==> src/rtl/tmr_pkg.sv <==
package tmr_pkg;
    localparam int REG_W  = 24;
    localparam int ADDR_W = 2;

    localparam logic [ADDR_W-1:0] A_CTRL = 2'd0;
    localparam logic [ADDR_W-1:0] A_LOAD = 2'd1;
    localparam logic [ADDR_W-1:0] A_CMP  = 2'd2;
    localparam logic [ADDR_W-1:0] A_CNT  = 2'd3;

    localparam int B_RUN    = 0;
    localparam int B_OVF_IE = 1;
    localparam int B_CMP_IE = 2;
    localparam int B_EXT    = 3;
    localparam int B_PRE    = 15;
    localparam int B_OVF    = 20;
    localparam int B_CMP    = 21;

    typedef enum logic [1:0] {
        ST_IDLE = 2'd0,
        ST_LOAD = 2'd1,
        ST_RUN  = 2'd2
    } cnt_st_e;
endpackage

==> src/rtl/tmr_evt_src.sv <==
module tmr_evt_src #(
    parameter int SYNC_ST = 2
) (
    input  logic clk,
    input  logic rst_n,
    input  logic run,
    input  logic use_pre,
    input  logic use_ext,
    input  logic ext_pin,
    input  logic pre_tick,
    output logic evt
);
    logic [SYNC_ST:0] sh;
    logic             half;
    logic             ext_evt;

    // synchronizer plus one history stage for edge detection
    always_ff @(posedge clk) begin
        if (!rst_n) sh <= '0;
        else        sh <= {sh[SYNC_ST-1:0], ext_pin};
    end

    // half-rate internal tick, parked low while stopped
    always_ff @(posedge clk) begin
        if (!rst_n || !run) half <= 1'b0;
        else                half <= ~half;
    end

    assign ext_evt = sh[SYNC_ST-1] & ~sh[SYNC_ST];

    always_comb begin
        if (use_pre)      evt = pre_tick;
        else if (use_ext) evt = ext_evt;
        else              evt = half;
    end
endmodule

==> src/rtl/tmr_core.sv <==
module tmr_core
    import tmr_pkg::*;
#(
    parameter int CNT_W = 24
) (
    input  logic             clk,
    input  logic             rst_n,
    input  logic             run,
    input  logic             evt,
    input  logic [CNT_W-1:0] load_val,
    input  logic [CNT_W-1:0] cmp_val,
    output logic [CNT_W-1:0] cnt,
    output logic             cmp_hit,
    output logic             ovf_hit,
    output cnt_st_e          state
);
    localparam logic [CNT_W-1:0] CNT_MAX = {CNT_W{1'b1}};

    cnt_st_e          st_nxt;
    logic [CNT_W-1:0] cnt_nxt;

    always_ff @(posedge clk) begin
        if (!rst_n) state <= ST_IDLE;
        else        state <= st_nxt;
    end

    always_comb begin
        st_nxt = state;
        unique case (state)
            ST_IDLE: st_nxt = run ? ST_LOAD : ST_IDLE;
            ST_LOAD: st_nxt = run ? ST_RUN  : ST_IDLE;
            ST_RUN:  st_nxt = run ? ST_RUN  : ST_IDLE;
            default: st_nxt = ST_IDLE;
        endcase
    end

    always_comb begin
        cmp_hit = 1'b0;
        ovf_hit = 1'b0;
        cnt_nxt = cnt;
        unique case (state)
            ST_IDLE: cnt_nxt = cnt;
            ST_LOAD: if (run) cnt_nxt = load_val;
            ST_RUN: begin
                if (run && evt) begin
                    if (cnt == cmp_val) begin
                        cmp_hit = 1'b1;
                        cnt_nxt = load_val;
                    end else if (cnt == CNT_MAX) begin
                        ovf_hit = 1'b1;
                        cnt_nxt = '0;
                    end else begin
                        cnt_nxt = cnt + 1'b1;
                    end
                end
            end
            default: cnt_nxt = cnt;
        endcase
    end

    always_ff @(posedge clk) begin
        if (!rst_n) cnt <= '0;
        else        cnt <= cnt_nxt;
    end
endmodule

==> src/rtl/tmr_regs.sv <==
module tmr_regs
    import tmr_pkg::*;
#(
    parameter int CNT_W = 24
) (
    input  logic              clk,
    input  logic              rst_n,
    input  logic              wr_en,
    input  logic [ADDR_W-1:0] wr_addr,
    input  logic [REG_W-1:0]  wr_data,
    input  logic [ADDR_W-1:0] rd_addr,
    output logic [REG_W-1:0]  rd_data,
    input  logic              cmp_hit,
    input  logic              ovf_hit,
    input  logic              cmp_ack,
    input  logic              ovf_ack,
    input  logic [CNT_W-1:0]  cnt,
    output logic              run,
    output logic              use_ext,
    output logic              use_pre,
    output logic [CNT_W-1:0]  load_val,
    output logic [CNT_W-1:0]  cmp_val,
    output logic              cmp_flag,
    output logic              ovf_flag,
    output logic              cmp_irq,
    output logic              ovf_irq
);
    logic ovf_ie, cmp_ie;
    logic ctrl_wr, run_nxt, cmp_clr, ovf_clr;

    assign ctrl_wr = wr_en && (wr_addr == A_CTRL);
    assign run_nxt = ctrl_wr ? wr_data[B_RUN] : run;
    assign cmp_clr = (ctrl_wr && wr_data[B_CMP]) || cmp_ack;
    assign ovf_clr = (ctrl_wr && wr_data[B_OVF]) || ovf_ack;

    always_ff @(posedge clk) begin
        if (!rst_n) begin
            run     <= 1'b0;
            ovf_ie  <= 1'b0;
            cmp_ie  <= 1'b0;
            use_ext <= 1'b0;
            use_pre <= 1'b0;
        end else if (ctrl_wr) begin
            run     <= wr_data[B_RUN];
            ovf_ie  <= wr_data[B_OVF_IE];
            cmp_ie  <= wr_data[B_CMP_IE];
            use_ext <= wr_data[B_EXT];
            use_pre <= wr_data[B_PRE];
        end
    end

    // hardware set wins over any clear; stopping the timer wipes both
    always_ff @(posedge clk) begin
        if (!rst_n) begin
            cmp_flag <= 1'b0;
            ovf_flag <= 1'b0;
        end else begin
            cmp_flag <= run_nxt && (cmp_hit || (cmp_flag && !cmp_clr));
            ovf_flag <= run_nxt && (ovf_hit || (ovf_flag && !ovf_clr));
        end
    end

    always_ff @(posedge clk) begin
        if (!rst_n) begin
            load_val <= '0;
            cmp_val  <= '0;
        end else if (wr_en) begin
            if (wr_addr == A_LOAD) load_val <= wr_data[CNT_W-1:0];
            if (wr_addr == A_CMP)  cmp_val  <= wr_data[CNT_W-1:0];
        end
    end

    assign cmp_irq = cmp_flag && cmp_ie;
    assign ovf_irq = ovf_flag && ovf_ie;

    always_comb begin
        rd_data = '0;
        case (rd_addr)
            A_CTRL: begin
                rd_data[B_RUN]    = run;
                rd_data[B_OVF_IE] = ovf_ie;
                rd_data[B_CMP_IE] = cmp_ie;
                rd_data[B_EXT]    = use_ext;
                rd_data[B_PRE]    = use_pre;
                rd_data[B_OVF]    = ovf_flag;
                rd_data[B_CMP]    = cmp_flag;
            end
            A_LOAD:  rd_data = REG_W'(load_val);
            A_CMP:   rd_data = REG_W'(cmp_val);
            default: rd_data = REG_W'(cnt);
        endcase
    end
endmodule

==> src/rtl/evt_cmp_timer.sv <==
module evt_cmp_timer
    import tmr_pkg::*;
#(
    parameter int CNT_W   = 24,
    parameter int SYNC_ST = 2
) (
    input  logic              clk,
    input  logic              rst_n,
    input  logic              wr_en,
    input  logic [ADDR_W-1:0] wr_addr,
    input  logic [REG_W-1:0]  wr_data,
    input  logic [ADDR_W-1:0] rd_addr,
    output logic [REG_W-1:0]  rd_data,
    input  logic              ext_pin,
    input  logic              pre_tick,
    input  logic              cmp_ack,
    input  logic              ovf_ack,
    output logic              cmp_irq,
    output logic              ovf_irq
);
    logic             run, use_ext, use_pre, evt;
    logic             cmp_hit, ovf_hit, cmp_flag, ovf_flag;
    logic [CNT_W-1:0] cnt, load_val, cmp_val;
    cnt_st_e          state;

    tmr_evt_src #(.SYNC_ST(SYNC_ST)) u_src (
        .clk      (clk),
        .rst_n    (rst_n),
        .run      (run),
        .use_pre  (use_pre),
        .use_ext  (use_ext),
        .ext_pin  (ext_pin),
        .pre_tick (pre_tick),
        .evt      (evt)
    );

    tmr_core #(.CNT_W(CNT_W)) u_core (
        .clk      (clk),
        .rst_n    (rst_n),
        .run      (run),
        .evt      (evt),
        .load_val (load_val),
        .cmp_val  (cmp_val),
        .cnt      (cnt),
        .cmp_hit  (cmp_hit),
        .ovf_hit  (ovf_hit),
        .state    (state)
    );

    tmr_regs #(.CNT_W(CNT_W)) u_regs (
        .clk      (clk),
        .rst_n    (rst_n),
        .wr_en    (wr_en),
        .wr_addr  (wr_addr),
        .wr_data  (wr_data),
        .rd_addr  (rd_addr),
        .rd_data  (rd_data),
        .cmp_hit  (cmp_hit),
        .ovf_hit  (ovf_hit),
        .cmp_ack  (cmp_ack),
        .ovf_ack  (ovf_ack),
        .cnt      (cnt),
        .run      (run),
        .use_ext  (use_ext),
        .use_pre  (use_pre),
        .load_val (load_val),
        .cmp_val  (cmp_val),
        .cmp_flag (cmp_flag),
        .ovf_flag (ovf_flag),
        .cmp_irq  (cmp_irq),
        .ovf_irq  (ovf_irq)
    );
endmodule

==> config.mk <==
export PLATFORM = sky130hd
export DESIGN_NAME = evt_cmp_timer
export DESIGN_NICKNAME = d
export VERILOG_FILES = /design/src/rtl/tmr_pkg.sv /design/src/rtl/tmr_evt_src.sv /design/src/rtl/tmr_core.sv /design/src/rtl/tmr_regs.sv /design/src/rtl/evt_cmp_timer.sv
export SDC_FILE = /design/constraint.sdc
export NUM_CORES = 1
export LEC_CHECK = 0
export BUFFER_PORTS_ARGS = -buffer_cell sky130_fd_sc_hd__buf_2
export CORE_ASPECT_RATIO = 0.7
export CORE_UTILIZATION = 30
export DETAILED_ROUTE_END_ITERATION = 8
export PLACE_DENSITY = 0.54
export SLEW_MARGIN = 20
export SYNTH_ARGS = -nofsm -noshare
export SYNTH_HDL_FRONTEND = slang
export SYNTH_SLANG_ARGS = --single-unit
export TNS_END_PERCENT = 20
==> constraint.sdc <==
create_clock -name clk -period 2 [get_ports clk]
set_input_delay 0.4 -clock clk [delete_from_list [all_inputs] [get_ports clk]]
set_output_delay 0.4 -clock clk [all_outputs]
set_load 0.01 [all_outputs]
==> flow_summary.toml <==
[cells_and_area]
antennaDiodeCount = 0
fin_nets = 693
drive_gt1_frac = 0.3090
finalCoreUtilization = 0.3935
area_growth_pct = 25.83

[timing]
period_share = 0.9883
fin_crit_ps = 1977
setup_ws_ps = 23.39
drv_slew = 0
fin_skew_ps = 5.043
fmax_ghz = 0.5059
grt_setup_unrepaired = "true"
slew_headroom = 0.5802
worst_pin_slew_ps = 629.7
finalHoldViolations = 0
final-setup-viol-count = 0

[die]
dieArea_um2 = 16930
die_h_um = 109.2
start_util = 0.3127
die_w_um = 155.1
std_cell_rows = 38
num_io_pins = 61
core_um2 = 15740

[setup_path]
r2r_cells = 8
end_kind = "flip-flop"
critPathLaunchType = "flip-flop"
r2r-end = "u_core.cnt[23]$_SDFFE_PN0P_"
path_max_fanout = 6
cp.arrival_ps = 2210
cp.required_ps = 2230
path_class = "flip-flop to flip-flop"
reg2reg_from = "u_regs.cmp_val[10]$_SDFFE_PN0P_"
r2r_slack_ps = 20

[logic_synthesis]
yosys.area.top_type = "dfxtp_1"
ys.flop_type = "dfxtp_1"
synth_common_cells = "nand2_1 (111), dfxtp_1 (85), a21boi_0 (49), a21oi_1 (30)"
syn_area_um2 = 4921
synth_area_per_cell_um2 = 8.679
netlist_top_cells_area = "dfxtp_1 (35%), nand2_1 (8.5%), a21boi_0 (7.5%), xor2_1 (5.2%), mux2_2 (3.9%)"
yosys_warnings = 0
ys_async_sr_fraction = 0
synthesis.nets = 607
synth_most_common_cell = "nand2_1"
synth_seq_cells = 85
synth_top_area_share = 0.3458
synth_edf_count = 0
synth.distinct_cells = 70
syn_inst = 567
ys_seq_area_frac = 0.3458

[drt]
vias_per_cell = 5.130
drt_iter0_markers = 308
num_vias = 4499
ant_nets = 0
drt_pre_antenna_iters = 5
drc = 0
wl_um = 15740
avgRoutedWirePerCell_um = 17.95

[clock_tree]
clockBufferDepth = 2
cts.reportedPaths.clkPinSlew_ps = 60
cts_root_buffer = "clkbuf_16"
holdBufCountCts = 0
cts.sinks = 85
cts_made_buffers = 9
cts_tree = "done"
insertion_delay_ps = 350
cts_max_level = 3

[global_route]
grt_max_degree = 43
grt_pass1_wl_um = 24380
first_global_vias = 4364
grt_use_total = 0.1901
grt-ovfl-total = 0
grt_antenna_before_repair = 0

[power]
max-vdd-ir-drop_uv = 325.1
cellLeakagePower_nw = 2.584
total_power_mw = 3.829
powerDensity_nw_per_um2 = 618.3

[hold_path]
min_from = "ext_pin"
min_path_type = "input pin to flip-flop"
min_path_cells = 2
holdPathEnd = "u_src.sh[0]$_SDFF_PN0_"

[place]
dpl.hpwl_um = 11190
dp_slack_ps = 11.12
port_buffers = 60
finalWeightedCongestion = 0.8628

[run]
max_cap_violations = 0

[status]
status = "finished, final reports clean"
-- cell families after synthesis --
| logic type | Yosys count | share of synthesized area |
|---|---|---|
| fa+ha+maj | 5 | 0.01271 |
| mux | 30 | 0.08416 |
| flops | 85 | 0.3458 |
| xor+xnor | 36 | 0.06407 |
| simple gates | 225 | 0.2433 |
| compound gates | 136 | 0.1958 |
| buf+inv | 50 | 0.05415 |
-- state kept, by name, summed over array words and instances (netlist names) --
signal / cells
u_core.state: 2
u_regs.ovf_flag: 1
u_core.cnt: 24
u_src.half: 1
u_regs.use_ext: 1
u_regs.use_pre: 1
u_regs.ovf_ie: 1
u_regs.cmp_val: 24
u_regs.cmp_ie: 1
u_regs.cmp_flag: 1
u_src.sh: 3
u_regs.run: 1
u_regs.load_val: 24
-- cell usage in the layout (no fill, tap or decap), types with 7 or more instances in the layout --
master	n
a21oi_1	28
dfxtp_2	9
xnor2_1	7
a22o_1	17
nor2b_1	8
nand2_1	111
dfxtp_1	73
o21ai_0	14
nand4_1	7
a21boi_0	49
clkbuf_16	9
buf_4	48
mux2_2	17
xor2_1	23
and3_1	7
nor2_1	13
buf_2	61
nand3_1	25
and2_1	7
-- worst max-delay path, cell delays in order (launching register included) --
cell and delay (ps):
dfxtp_1 360, xor2_1 330, nor4_2 100, and3_2 230
a21boi_2 250, buf_4 170, buf_4 140, mux2i_1 180
o22ai_1 100
-- where the power goes --
part           internal (mW)  total [mW]  leakage [nW]  switching (mW)
sequential              1.74        1.79         0.696          0.0481
combinational          0.191       0.439          1.75           0.247
clock                  0.936        1.60         0.139           0.668
-- area by class of cell --
cell class,instances,area [um2]
Clock buffer,14,274.0
Clock inverter,1,5.005
Sequential cell,85,1724
Inverter,7,27.53
Tap cell,220,275.3
Multi-Input combinational cell,432,3088
Timing Repair Buffer,118,798.3
Fill cell,1615,9545
-- repair_timing --
item / CTS / global route
buffers inserted: 0 / 3
gates resized for setup: 0 / 39
gates cloned: 0 / 2
setup endpoints to repair: 2 / 25
pin swaps: 1 / 13
-- per-stage QoR --
step | cells | hold WS [ps] | TNS (ps) | area (um2)
global route | 877 | 292.5 | -272.5 | 6192
detailed placement | 858 | 397.2 | 0 | 5715
CTS | 873 | 256.2 | 0 | 5995
floorplan | 567 | 383.8 | -13.78 | 4922
global placement | 858 | 394.3 | 0 | 5715
finish | 877 | 259.8 | 0 | 6192
-- worst max path at each step --
stage                                          from                          end  slack (ps)  cells after the start
detailed placement   u_regs.cmp_val[4]$_SDFFE_PN0P_  u_core.cnt[22]$_SDFFE_PN0P_          10                      7
global route             u_core.cnt[4]$_SDFFE_PN0P_  u_core.cnt[18]$_SDFFE_PN0P_         -50                      7
CTS                 u_regs.cmp_val[21]$_SDFFE_PN0P_  u_core.cnt[12]$_SDFFE_PN0P_          10                      6
finish              u_regs.cmp_val[10]$_SDFFE_PN0P_  u_core.cnt[23]$_SDFFE_PN0P_          20                      8
floorplan                                rd_addr[0]                  rd_data[10]          -2                      4
global placement         u_core.cnt[4]$_SDFFE_PN0P_  u_core.cnt[19]$_SDFFE_PN0P_          20                      7
-- routing by layer --
layer  global-route usage  wire length [um]  vias to the layer above
met2               0.2995              6873                      136
li1                     -                 -                     2168
met5                    0                 0                        -
met3              0.03617               901                       16
met1               0.2691              7837                     2179
met4              0.03819               128                        0
(Power assumes the default switching activity.)
